$ cat config.mk
export PLATFORM = sky130hd
export DESIGN_NAME = bcd_seq_conv
export DESIGN_NICKNAME = d
export VERILOG_FILES = /design/src/rtl/bcd_seq_pkg.sv /design/src/rtl/bcd_add3_cell.sv /design/src/rtl/bcd_digit_pick.sv /design/src/rtl/bcd_digit_put.sv /design/src/rtl/bcd_seq_conv.sv
export SDC_FILE = /design/constraint.sdc
export NUM_CORES = 1
export LEC_CHECK = 0
export BUFFER_PORTS_ARGS = -buffer_cell sky130_fd_sc_hd__buf_2
export CAP_MARGIN = 10
export CORE_ASPECT_RATIO = 1.25
export CORE_MARGIN = 10
export CORE_UTILIZATION = 50
export CTS_BUF_LIST = sky130_fd_sc_hd__clkbuf_16
export DETAILED_ROUTE_END_ITERATION = 8
export HOLD_SLACK_MARGIN = 0.03
export PLACE_DENSITY = 0.84
export REMOVE_ABC_BUFFERS = 1
export SETUP_SLACK_MARGIN = 0.3
export SLEW_MARGIN = 40
export SYNTH_ARGS = -nofsm -noshare
export SYNTH_HDL_FRONTEND = slang
export SYNTH_SLANG_ARGS = --single-unit
$ cat constraint.sdc
create_clock -name clk -period 1.9 [get_ports clk]
set_input_delay 0.38 -clock clk [delete_from_list [all_inputs] [get_ports clk]]
set_output_delay 0.38 -clock clk [all_outputs]
set_load 0.02 [all_outputs]
$ cat src/rtl/bcd_seq_pkg.sv
package bcd_seq_pkg;

  typedef enum logic [2:0] {
    ST_IDLE      = 3'd0,
    ST_SHIFT     = 3'd1,
    ST_CHK_SHIFT = 3'd2,
    ST_ADJ       = 3'd3,
    ST_CHK_DIG   = 3'd4,
    ST_DONE      = 3'd5
  } conv_state_t;

endpackage

$ cat src/rtl/bcd_add3_cell.sv
// Single-digit correction: values above four get three added.
module bcd_add3_cell (
  input  logic [3:0] dig_i,
  output logic [3:0] dig_o
);
  always_comb begin
    if (dig_i > 4'd4) dig_o = dig_i + 4'd3;
    else              dig_o = dig_i;
  end
endmodule

$ cat src/rtl/bcd_digit_pick.sv
// Selects one 4-bit digit by index with a per-digit multiplexer.
module bcd_digit_pick #(
  parameter int NDIG  = 3,
  parameter int IDX_W = 2
) (
  input  logic [4*NDIG-1:0] vec_i,
  input  logic [IDX_W-1:0]  idx_i,
  output logic [3:0]        dig_o
);
  logic [3:0] slice [NDIG];

  for (genvar g = 0; g < NDIG; g++) begin : g_slice
    assign slice[g] = vec_i[4*g +: 4];
  end

  always_comb begin
    dig_o = '0;
    for (int k = 0; k < NDIG; k++) begin
      if (idx_i == IDX_W'(k)) dig_o = slice[k];
    end
  end
endmodule

$ cat src/rtl/bcd_digit_put.sv
// Replaces the digit at the given index, passes all others through.
module bcd_digit_put #(
  parameter int NDIG  = 3,
  parameter int IDX_W = 2
) (
  input  logic [4*NDIG-1:0] vec_i,
  input  logic [IDX_W-1:0]  idx_i,
  input  logic [3:0]        dig_i,
  output logic [4*NDIG-1:0] vec_o
);
  for (genvar g = 0; g < NDIG; g++) begin : g_put
    assign vec_o[4*g +: 4] = (idx_i == IDX_W'(g)) ? dig_i : vec_i[4*g +: 4];
  end
endmodule

$ cat src/rtl/bcd_seq_conv.sv
module bcd_seq_conv
  import bcd_seq_pkg::*;
#(
  parameter int IN_W = 8,
  parameter int NDIG = 3
) (
  input  logic              clk,
  input  logic              rst,
  input  logic              start,
  input  logic [IN_W-1:0]   bin_i,
  output logic [4*NDIG-1:0] bcd_o,
  output logic              done_o
);
  localparam int BW     = 4 * NDIG;
  localparam int BCNT_W = $clog2(IN_W + 1);
  localparam int IDX_W  = (NDIG > 1) ? $clog2(NDIG) : 1;

  conv_state_t       state_q;
  logic [IN_W-1:0]   bin_q;
  logic [BW-1:0]     work_q;
  logic [BCNT_W-1:0] bit_cnt_q;
  logic [IDX_W-1:0]  dig_idx_q;

  logic [3:0]        cur_dig;
  logic [3:0]        fix_dig;
  logic [BW-1:0]     work_fixed;

  bcd_digit_pick #(.NDIG(NDIG), .IDX_W(IDX_W)) u_pick (
    .vec_i (work_q),
    .idx_i (dig_idx_q),
    .dig_o (cur_dig)
  );

  bcd_add3_cell u_add3 (
    .dig_i (cur_dig),
    .dig_o (fix_dig)
  );

  bcd_digit_put #(.NDIG(NDIG), .IDX_W(IDX_W)) u_put (
    .vec_i (work_q),
    .idx_i (dig_idx_q),
    .dig_i (fix_dig),
    .vec_o (work_fixed)
  );

  always_ff @(posedge clk) begin
    if (rst) begin
      state_q   <= ST_IDLE;
      bin_q     <= '0;
      work_q    <= '0;
      bit_cnt_q <= '0;
      dig_idx_q <= '0;
      bcd_o     <= '0;
      done_o    <= 1'b0;
    end else begin
      done_o <= 1'b0;
      case (state_q)
        ST_IDLE, ST_DONE: begin
          if (start) begin
            bin_q     <= bin_i;
            work_q    <= '0;
            bit_cnt_q <= '0;
            state_q   <= ST_SHIFT;
          end else begin
            state_q <= ST_IDLE;
          end
        end
        ST_SHIFT: begin
          work_q    <= {work_q[BW-2:0], bin_q[IN_W-1]};
          bin_q     <= {bin_q[IN_W-2:0], 1'b0};
          bit_cnt_q <= bit_cnt_q + 1'b1;
          state_q   <= ST_CHK_SHIFT;
        end
        ST_CHK_SHIFT: begin
          if (bit_cnt_q == BCNT_W'(IN_W)) begin
            bcd_o   <= work_q;
            done_o  <= 1'b1;
            state_q <= ST_DONE;
          end else begin
            dig_idx_q <= '0;
            state_q   <= ST_ADJ;
          end
        end
        ST_ADJ: begin
          work_q  <= work_fixed;
          state_q <= ST_CHK_DIG;
        end
        ST_CHK_DIG: begin
          if (dig_idx_q == IDX_W'(NDIG - 1)) begin
            state_q <= ST_SHIFT;
          end else begin
            dig_idx_q <= dig_idx_q + 1'b1;
            state_q   <= ST_ADJ;
          end
        end
        default: state_q <= ST_IDLE;
      endcase
    end
  end

endmodule

Word-level counts from Yosys, hierarchy flattened
Index checks and enable logic that the tools add are counted.

operators by class
  add/subtract/negate cells = 3
  $lt $le $gt $ge = 1
  equality and inequality tests = 14
  multiplexer cells = 21
  bitwise operators = 1
  reduce and logical (&&, ||, !) cells = 13

operator list
  kind                                                                              number
  12-bit one-hot mux with 3 select lines                                            1
  4-bit two-way mux                                                                 8
  8-bit one-hot mux with 2 select lines                                             1
  3-bit one-hot mux with 5 select lines                                             1
  12-bit two-way mux                                                                1
  3-bit AND reduction                                                               4
  8-bit two-way mux                                                                 1
  2-bit != test (second input constant)                                             4
  4-bit one-hot mux with 2 select lines                                             1
  3-bit by 2-bit equality test with 1-bit output (second input constant)            2
  3-bit equality test (second input constant)                                       2
  2-bit two-way mux                                                                 3
  4-bit by 1-bit adder with 4-bit output (second input constant)                    1
  4-bit by 2-bit adder with 4-bit output (second input constant)                    1
  4-bit equality test (second input constant)                                       1
  4-bit by 3-bit greater-than comparator with 1-bit output (second input constant)  1
  2-bit by 1-bit != test with 1-bit output (second input constant)                  2
  2-bit one-hot mux with 2 select lines                                             1
  2-bit AND reduction                                                               2
  2-bit nonzero test                                                                2
  2-bit OR reduction                                                                2
  3-bit by 1-bit equality test with 1-bit output (second input constant)            1
  3-bit zero test                                                                   1
  3-bit two-way mux                                                                 1
  7 further kinds                                                                   8

word-level totals
  register bits = 42
  output and inout port bits = 13

Depth between registers and ports, before layout
Gate-level depths: netlist of the first run.

  depth after elaboration = 8
  gate-level depth with buffers = 10
  depth with buffers taken out = 9

Modules after synthesis
A second synthesis of the first run with hierarchy kept.

second synthesis, totals
  cell total of the unflattened synthesis = 273
  area, all modules = 2369.8 µm²

modules (own cells, without submodules)
  module          times used  cells each  area an instance (µm²)
  bcd_seq_conv    1           232         2005.7
  bcd_digit_put   1           16          160.2
  bcd_add3_cell   1           15          103.8
  bcd_digit_pick  1           10          100.1

Worst setup path before layout of the first run
Ideal clock, no wire load.

  path type = flip-flop to flip-flop
  start = register dig_idx_q[1]
  end = register work_q[2]
  library setup time = 0.095 ns
  arrival = 1.979 ns
  path slack = -0.174 ns
  cell stages (with the launch flop) = 10
  clock period less this slack = 2.074 ns
  cells stage by stage = dfxtp_1 > inv_1 > ha_1 > buf_6 > nand3b_1 > o2bb2ai_1 > ha_1 > or3_1 > a21o_1 > a221oi_1

on the way
  longest elaborated chain between the ends = 8

ends and longest elaborated chain
  item                                                                                                                line                                       source
  start, declared                                                                                                     bcd_seq_conv.sv:22                         logic [IDX_W-1:0] dig_idx_q;
  start signal, assigned                                                                                              bcd_seq_conv.sv:92                         dig_idx_q <= dig_idx_q + 1'b1;
  2-bit zero test                                                                                                     bcd_digit_pick.sv:19, bcd_digit_put.sv:12
  4-bit two-way mux (3 in series)                                                                                     bcd_digit_pick.sv:19                       if (idx_i == IDX_W'(k)) dig_o = slice[k];
  4-bit by 2-bit adder with 4-bit output or 4-bit by 3-bit greater-than comparator with 1-bit output (tied branches)  bcd_add3_cell.sv:7                         if (dig_i > 4'd4) dig_o = dig_i + 4'd3;
  4-bit two-way mux                                                                                                   bcd_add3_cell.sv:7
  4-bit two-way mux                                                                                                   bcd_digit_put.sv:12                        assign vec_o[4*g +: 4] = (idx_i == IDX_W'(g)) ? dig_i : vec_i[4*g +: 4];
  12-bit one-hot mux with 3 select lines                                                                              bcd_seq_conv.sv:57                         case (state_q)
  end signal, assigned                                                                                                bcd_seq_conv.sv:69                         work_q <= {work_q[BW-2:0], bin_q[IN_W-1]};
  end signal, assigned                                                                                                bcd_seq_conv.sv:85                         work_q <= work_fixed;
  end, declared                                                                                                       bcd_seq_conv.sv:20                         logic [BW-1:0] work_q;

Several ways; a longest one is shown, not always the timed one. The select of a mux whose other input is x is not followed.
A chain may end at the register's enable or synchronous reset.

Worst setup path in the final report of the first run
  start = register dig_idx_q[1]
  end = register work_q[1]

The elaborated chain is that of the path after synthesis.

==> results of run 1 <==
[metal layers]
layer / wire length, um / vias up
met5: 0 / -
met4: 521 / 0
met3: 479 / 48
met2: 3310 / 114
met1: 2260 / 976
li1: - / 959
[metrics by stage]
| stage | std cells | utilization [%] | worst slack [ns] | setup TNS (ns) |
|---|---|---|---|---|
| after CTS | 335 | 66.8 | -0.0818 | -0.714 |
| after detailed placement | 321 | 58.0 | -0.342 | -3.49 |
| after global placement | 321 | 58.0 | -0.179 | -1.87 |
| after global routing | 340 | 71.2 | -0.262 | -2.78 |
| final | 340 | 71.2 | -0.191 | -1.86 |
| after floorplan | 221 | - | -0.174 | -2.14 |
[cells by family (layout without fill, tap and decap cells)]
logic type                 after synthesis  count (layout)  synth area share [%]
muxes                                   17              17                  8.10
DFF                                     42              42                  39.7
buffers and inverters                   24              73                  6.21
adders and majority gates                6               6                  3.55
and+or+nand+nor                         85              85                  18.4
AOI/OAI and AO/OA                       61              61                  24.0
[flip-flops by register name, summed over array words and instances (netlist names)]
signal and count:
bcd_o 12, work_q 12, state_q 3, dig_idx_q 2, done_o 1, bin_q 8
bit_cnt_q 4
[layout by cell type, fill, tap and decap left out, types with 2 or more instances in the layout]
cell type  count
a211oi_1       2
a21oi_1        4
a21oi_2        2
a21oi_4        3
a221oi_1       3
a221oi_2       9
a22oi_1       13
a2bb2oi_4      3
a311oi_1       2
buf_12         3
buf_2         24
buf_4         26
buf_6          4
clkbuf_16      5
dfxtp_1       35
dfxtp_2        3
dfxtp_4        4
ha_1           2
ha_4           4
inv_1          6
inv_4          3
mux2i_1       14
mux2i_2        2
nand2_1       26
nand3_1        2
nand3b_1       5
nand4_1        2
nor2_1        28
nor2_2         3
nor3_1         5
o21ai_0        5
o22ai_1        4
o2bb2ai_4      2
or2_2          2
[report_power, final]
| group | switching [uW] | internal (uW) |
|---|---|---|
| Sequential | 49.3 | 929 |
| Clock | 316 | 467 |
| Combinational | 298 | 219 |
[worst paths after layout]
| path | from | to | cells after the start |
|---|---|---|---|
| hold reg to reg | bcd_o[2] | bcd_o[2] | 2 |
| setup reg to reg | dig_idx_q[1] | work_q[1] | 10 |
| hold / removal | bin_i[0] | bin_q[0] | 3 |
| setup / recovery | dig_idx_q[1] | work_q[1] | 10 |
[final cells by class]
class	instances	area, um^2	share of cell area, %
well taps	56	70.1	2.40
flip-flops and latches	42	860	29.4
repair buffers	57	420	14.4
inverters	10	45.0	1.54
clock inverters	1	3.75	0.129
multi-input cells	169	1400	47.8
clock buffers	5	125	4.28
[worst min-delay path, cell delays in order]
cell and delay (ns):
buf_2 0.08, a22oi_2 0.05, nor2_1 0.07
[timing repair]
| item | in CTS | in global routing |
|---|---|---|
| gates cloned | 0 | 1 |
| pin swaps | 12 | 8 |
| resized for setup | 38 | 33 |
| setup buffers | 8 | 4 |
| endpoints found under the hold margin | 0 | 0 |
| endpoints found under the setup margin | 16 | 36 |
==> results.sh, run 1 <==
export IMPL_ctsHoldBuffers=0
export IMPL_drive_gt1_share_pct=40.5
export IMPL_fin_crit_ns=2.09
export IMPL_chipHeight_um=92.8
export IMPL_setup_viol=12
export IMPL_ys_seq_area_share_pct=39.7
export IMPL_period_share_pct=110
export IMPL_fillers=304
export IMPL_ys_top_cells_by_area="dfxtp_1 (40%), mux2i_1 (7.6%), nor2_1 (5.5%), a22oi_1 (5.0%), a221oi_1 (5.0%)"
export IMPL_syn_cell_area_um2=2120
export IMPL_dieWidth_um=78.2
export IMPL_cts_tree="yes"
export IMPL_grt_setup_unrepaired="yes"
export IMPL_worstMarginPinSlew_ns=0.952
export IMPL_nets=302
export IMPL_ff2ff_setup_slack_ns=-0.19
export IMPL_htreeDepth=2
export IMPL_crit_arrival_ns=2.22
export IMPL_grt_overflow=0
export IMPL_placed_area_um2=2380
export IMPL_core_um2=4100
export IMPL_fin_area_um2=2920
export IMPL_syn_inst=235
export IMPL_synth_most_common_cell="dfxtp_1"
export IMPL_startpoint_type="flop"
export IMPL_path_delay_family="compound AO/OA/AOI/OAI gates"
export IMPL_grt_use_total_pct=18.0
export IMPL_grt_start_max_net_pins=26
export IMPL_drc=0
export IMPL_p_leak_uw=0.00115
export IMPL_cts_root_buf="clkbuf_16"
export IMPL_crit_chain="buf_6 > ha_4 > a21oi_2 > o2bb2ai_4 > ha_4 > inv_2 > a21oi_4 > mux2i_2 > buf_4 > a221oi_2"
export IMPL_fin_ws_ns=-0.191
export IMPL_cts_buffer_depth=2
export IMPL_drv_slew=0
export IMPL_antenna_found_initial=0
export IMPL_grt_use_met1_pct=18.0
export IMPL_num_antenna_cells=0
export IMPL_initial_utilization_pct=51.6
export IMPL_cpPeakStageDelay_ns=0.35
export IMPL_synth_async_reset_ratio_pct=0
export IMPL_met2_usage_pct=31.5
export IMPL_crit_top_cell="ha_4"
export IMPL_synthTopCellsByCount="dfxtp_1 (42), nor2_1 (31), nand2_1 (26)"
export IMPL_cp_max_fo=5
export IMPL_ant_nets=0
export IMPL_ir_worst_vdd_mv=0.585
export IMPL_hold_path_class="in -> reg"
export IMPL_syn_mean_instance_area_um2=9.01
export IMPL_grt_pass1_wl_mm=10.5
export IMPL_synth_seq_cells=42
export IMPL_slowest_stage="dfxtp_4"
export IMPL_yosysWarnings=0
export IMPL_fmax_ghz=0.478
export IMPL_vias=2097
export IMPL_synth_edf_count=0
export IMPL_design_die_area_um2=7250
export IMPL_wl_per_cell_um=19.3
export IMPL_globalRouteMet3Util_pct=6.67
export IMPL_dr_pass1_iters=4
export IMPL_synth_cell_types=41
export IMPL_drt_iter0_drc=254
export IMPL_ioPinCount=24
export IMPL_worstSetupPathType="reg -> reg"
export IMPL_fin_skew_ns=0.00411
export IMPL_outcome="finished, violations left"
export IMPL_synth_ff_type="dfxtp_1"
export IMPL_cts_sink_count=42
export IMPL_cp_end_kind="flop"
export IMPL_rows=26
export IMPL_viasPerCell=6.17
export IMPL_io_buffers=23
export IMPL_hold_ws_ns=0.327
export IMPL_drt_total_wl_mm=6.57
export IMPL_final_hold_viol_count=0
export IMPL_grt_pass1_vias=2145
export IMPL_area_growth_pct=37.9
export IMPL_busiest_layer="met2"
export IMPL_clk_pin_slew_ns=0.05
export IMPL_violations="negative setup slack"
export IMPL_crit_buf_inv=3
export IMPL_powerDensity_nw_per_um2=780
export IMPL_place_hpwl_mm=3.77
export IMPL_finalPower_uw=2280
export IMPL_worst_slew_margin_rel_pct=35.9
export IMPL_worstPathRequired_ns=2.03
export IMPL_gp_congestion=0.924
export IMPL_synth_top_area_share_pct=39.7
export IMPL_numCtsBuffers=5
export IMPL_clock_latency_ns=0.29
export IMPL_yosysTopAreaCell="dfxtp_1"
export IMPL_max_cap_viol_count=0
Power figures use the tool's default switching activity.
==> run 2: changes to the inputs <==
- BUFFER_PORTS_ARGS: -buffer_cell sky130_fd_sc_hd__buf_2 -> -buffer_cell sky130_fd_sc_hd__buf_4
==> run 2 against run 1 <==
Against the previous run:
- the flow still finishes with violations (negative setup slack)
- non-clock buffer count is the same
- worst hold slack improved by 0.0064 ns
- clock power increased by 21%
- sequential share of layout area decreased by 0.82 points
- global-route usage shrank 1.1 points
- highest routed layer unchanged
==> results.sh, run 2 (synthesized netlist as in run 1, its figures left out) <==
export IMPL_seq_power_share_pct=40.5
export IMPL_dr_pass1_iters=6
export IMPL_fin_util_pct=72.6
export IMPL_rows=26
export IMPL_fillers=295
export IMPL_cts_tree="yes"
export IMPL_hold_path_class="in -> reg"
export IMPL_final_hold_viol_count=0
export IMPL_mostFrequentLayoutCells="buf_4 (52), dfxtp_1 (37), nor2_1 (30)"
export IMPL_ctsHoldBuffers=0
export IMPL_p_leak_uw=0.00116
export IMPL_placed_cells=327
export IMPL_outcome="finished, violations left"
export IMPL_mostFrequentLayoutCell="buf_4"
export IMPL_power_switching_uw=670
export IMPL_ioPinCount=24
export IMPL_clockPowerShare_pct=39.3
export IMPL_largestRegisters="bcd_o: 12 flops, work_q: 12 flops, bin_q: 8 flops"
export IMPL_cts_sink_count=42
export IMPL_nets=302
export IMPL_ir_worst_vdd_mv=0.642
export IMPL_fin_ws_ns=-0.201
export IMPL_grt_pass1_vias=2126
export IMPL_core_um2=4100
export IMPL_cts_root_buf="clkbuf_16"
export IMPL_area_growth_pct=40.7
export IMPL_cp_end_kind="flop"
export IMPL_startpoint_type="flop"
export IMPL_cts_buffer_depth=2
export IMPL_antenna_found_initial=0
export IMPL_grt_pass1_wl_mm=9.92
export IMPL_clock_latency_ns=0.29
export IMPL_slowest_stage="or3_1"
export IMPL_vias=2067
export IMPL_design_die_area_um2=7250
export IMPL_drive_gt1_share_pct=38.5
export IMPL_drc=0
export IMPL_grt_use_total_pct=16.8
export IMPL_powerDensity_nw_per_um2=811
export IMPL_fin_cells=342
export IMPL_p_sw_share_pct=27.8
export IMPL_fmax_ghz=0.476
export IMPL_drt_iter0_drc=227
export IMPL_internal_power_uw=1740
export IMPL_chipHeight_um=92.8
export IMPL_worst_slew_margin_rel_pct=37.9
export IMPL_crit_arrival_ns=2.30
export IMPL_wl_per_cell_um=19.0
export IMPL_combinationalPowerShare_pct=20.2
export IMPL_max_cap_viol_count=0
export IMPL_period_share_pct=111
export IMPL_drv_slew=0
export IMPL_worstSetupPathType="reg -> reg"
export IMPL_violations="negative setup slack"
export IMPL_crit_chain="inv_2 > ha_4 > buf_4 > a21oi_1 > a2bb2oi_4 > or3_1 > a21o_1 > a221oi_2"
export IMPL_fin_crit_ns=2.10
export IMPL_gp_congestion=0.940
export IMPL_setup_viol=12
export IMPL_num_antenna_cells=0
export IMPL_grt_setup_unrepaired="yes"
export IMPL_drt_total_wl_mm=6.49
export IMPL_viasPerCell=6.04
export IMPL_worstPathRequired_ns=2.10
export IMPL_ant_nets=0
export IMPL_cpPeakStageDelay_ns=0.35
export IMPL_worstMarginPinSlew_ns=0.922
export IMPL_clk_pin_slew_ns=0.06
export IMPL_grt_start_max_net_pins=43
export IMPL_hold_ws_ns=0.333
export IMPL_place_hpwl_mm=3.73
export IMPL_grt_overflow=0
export IMPL_cp_max_fo=8
export IMPL_htreeDepth=2
export IMPL_io_buffers=23
export IMPL_fin_skew_ns=0.00631
export IMPL_finalPower_uw=2410
export IMPL_numCtsBuffers=5
export IMPL_initial_utilization_pct=51.6
export IMPL_dieWidth_um=78.2
## run 2: stage by stage
| step | worst slack, ns | TNS, ns | cell area (um^2) |
|---|---|---|---|
| after floorplan | -0.174 | -2.14 | 2020 |
| after global placement | -0.220 | -2.19 | 2470 |
| after detailed placement | -0.319 | -3.34 | 2470 |
| after CTS | -0.111 | -0.623 | 2860 |
| after global routing | -0.241 | -2.60 | 2980 |
| final | -0.201 | -1.94 | 2980 |
## run 2: routing by layer
layer | vias to the layer above | part of all wire (%) | GRT usage (%)
li1 | 952 | - | -
met1 | 983 | 36 | 16.9
met2 | 100 | 53 | 30.4
met3 | 32 | 6.1 | 5.13
met4 | 0 | 5.0 | 8.98
met5 | - | 0 | 0
## run 2: power groups by stage
stage	Sequential, uW	Combinational [uW]	Clock [uW]
6_report	979	488	948
4_1_cts	974	453	951
3_5_place_dp	992	424	0
5_1_grt	985	532	988
3_3_place_gp	990	415	0
2_1_floorplan	992	271	0
## run 2: cell type report
cell class	instances	area, um^2	share of cell area [%]
Multi-Input combinational cell	169	1380	46.4
Sequential cell	42	852	28.6
Timing Repair Buffer	57	469	15.8
Clock buffer	5	125	4.20
Tap cell	56	70.1	2.35
Inverter	10	42.5	1.43
Clock inverter	3	37.5	1.26
## run 2: final timing paths
check          startpoint         end  slack, ns  cells past startpoint
max          dig_idx_q[1]  work_q[10]      -0.20                      8
min              bin_i[0]    bin_q[0]       0.33                      3
max reg2reg  dig_idx_q[1]  work_q[10]      -0.20                      8
min reg2reg      bin_q[1]    bin_q[2]       0.48                      2
## run 2: timing repair
item / 4_1_cts / 5_1_grt
pin swaps: 11 / 6
buffers inserted: 5 / 1
endpoints found under the setup margin: 18 / 28
gates resized for setup: 42 / 20
gates cloned: 0 / 1
## run 2: critical path: cells and delay by family, from the launching register on
kind | cells | cell delay, ns
AOI/OAI and AO/OA | 4 | 0.93
and+or+nand+nor | 1 | 0.35
DFF | 1 | 0.34
buffers and inverters | 2 | 0.21
adders and majority gates | 1 | 0.19
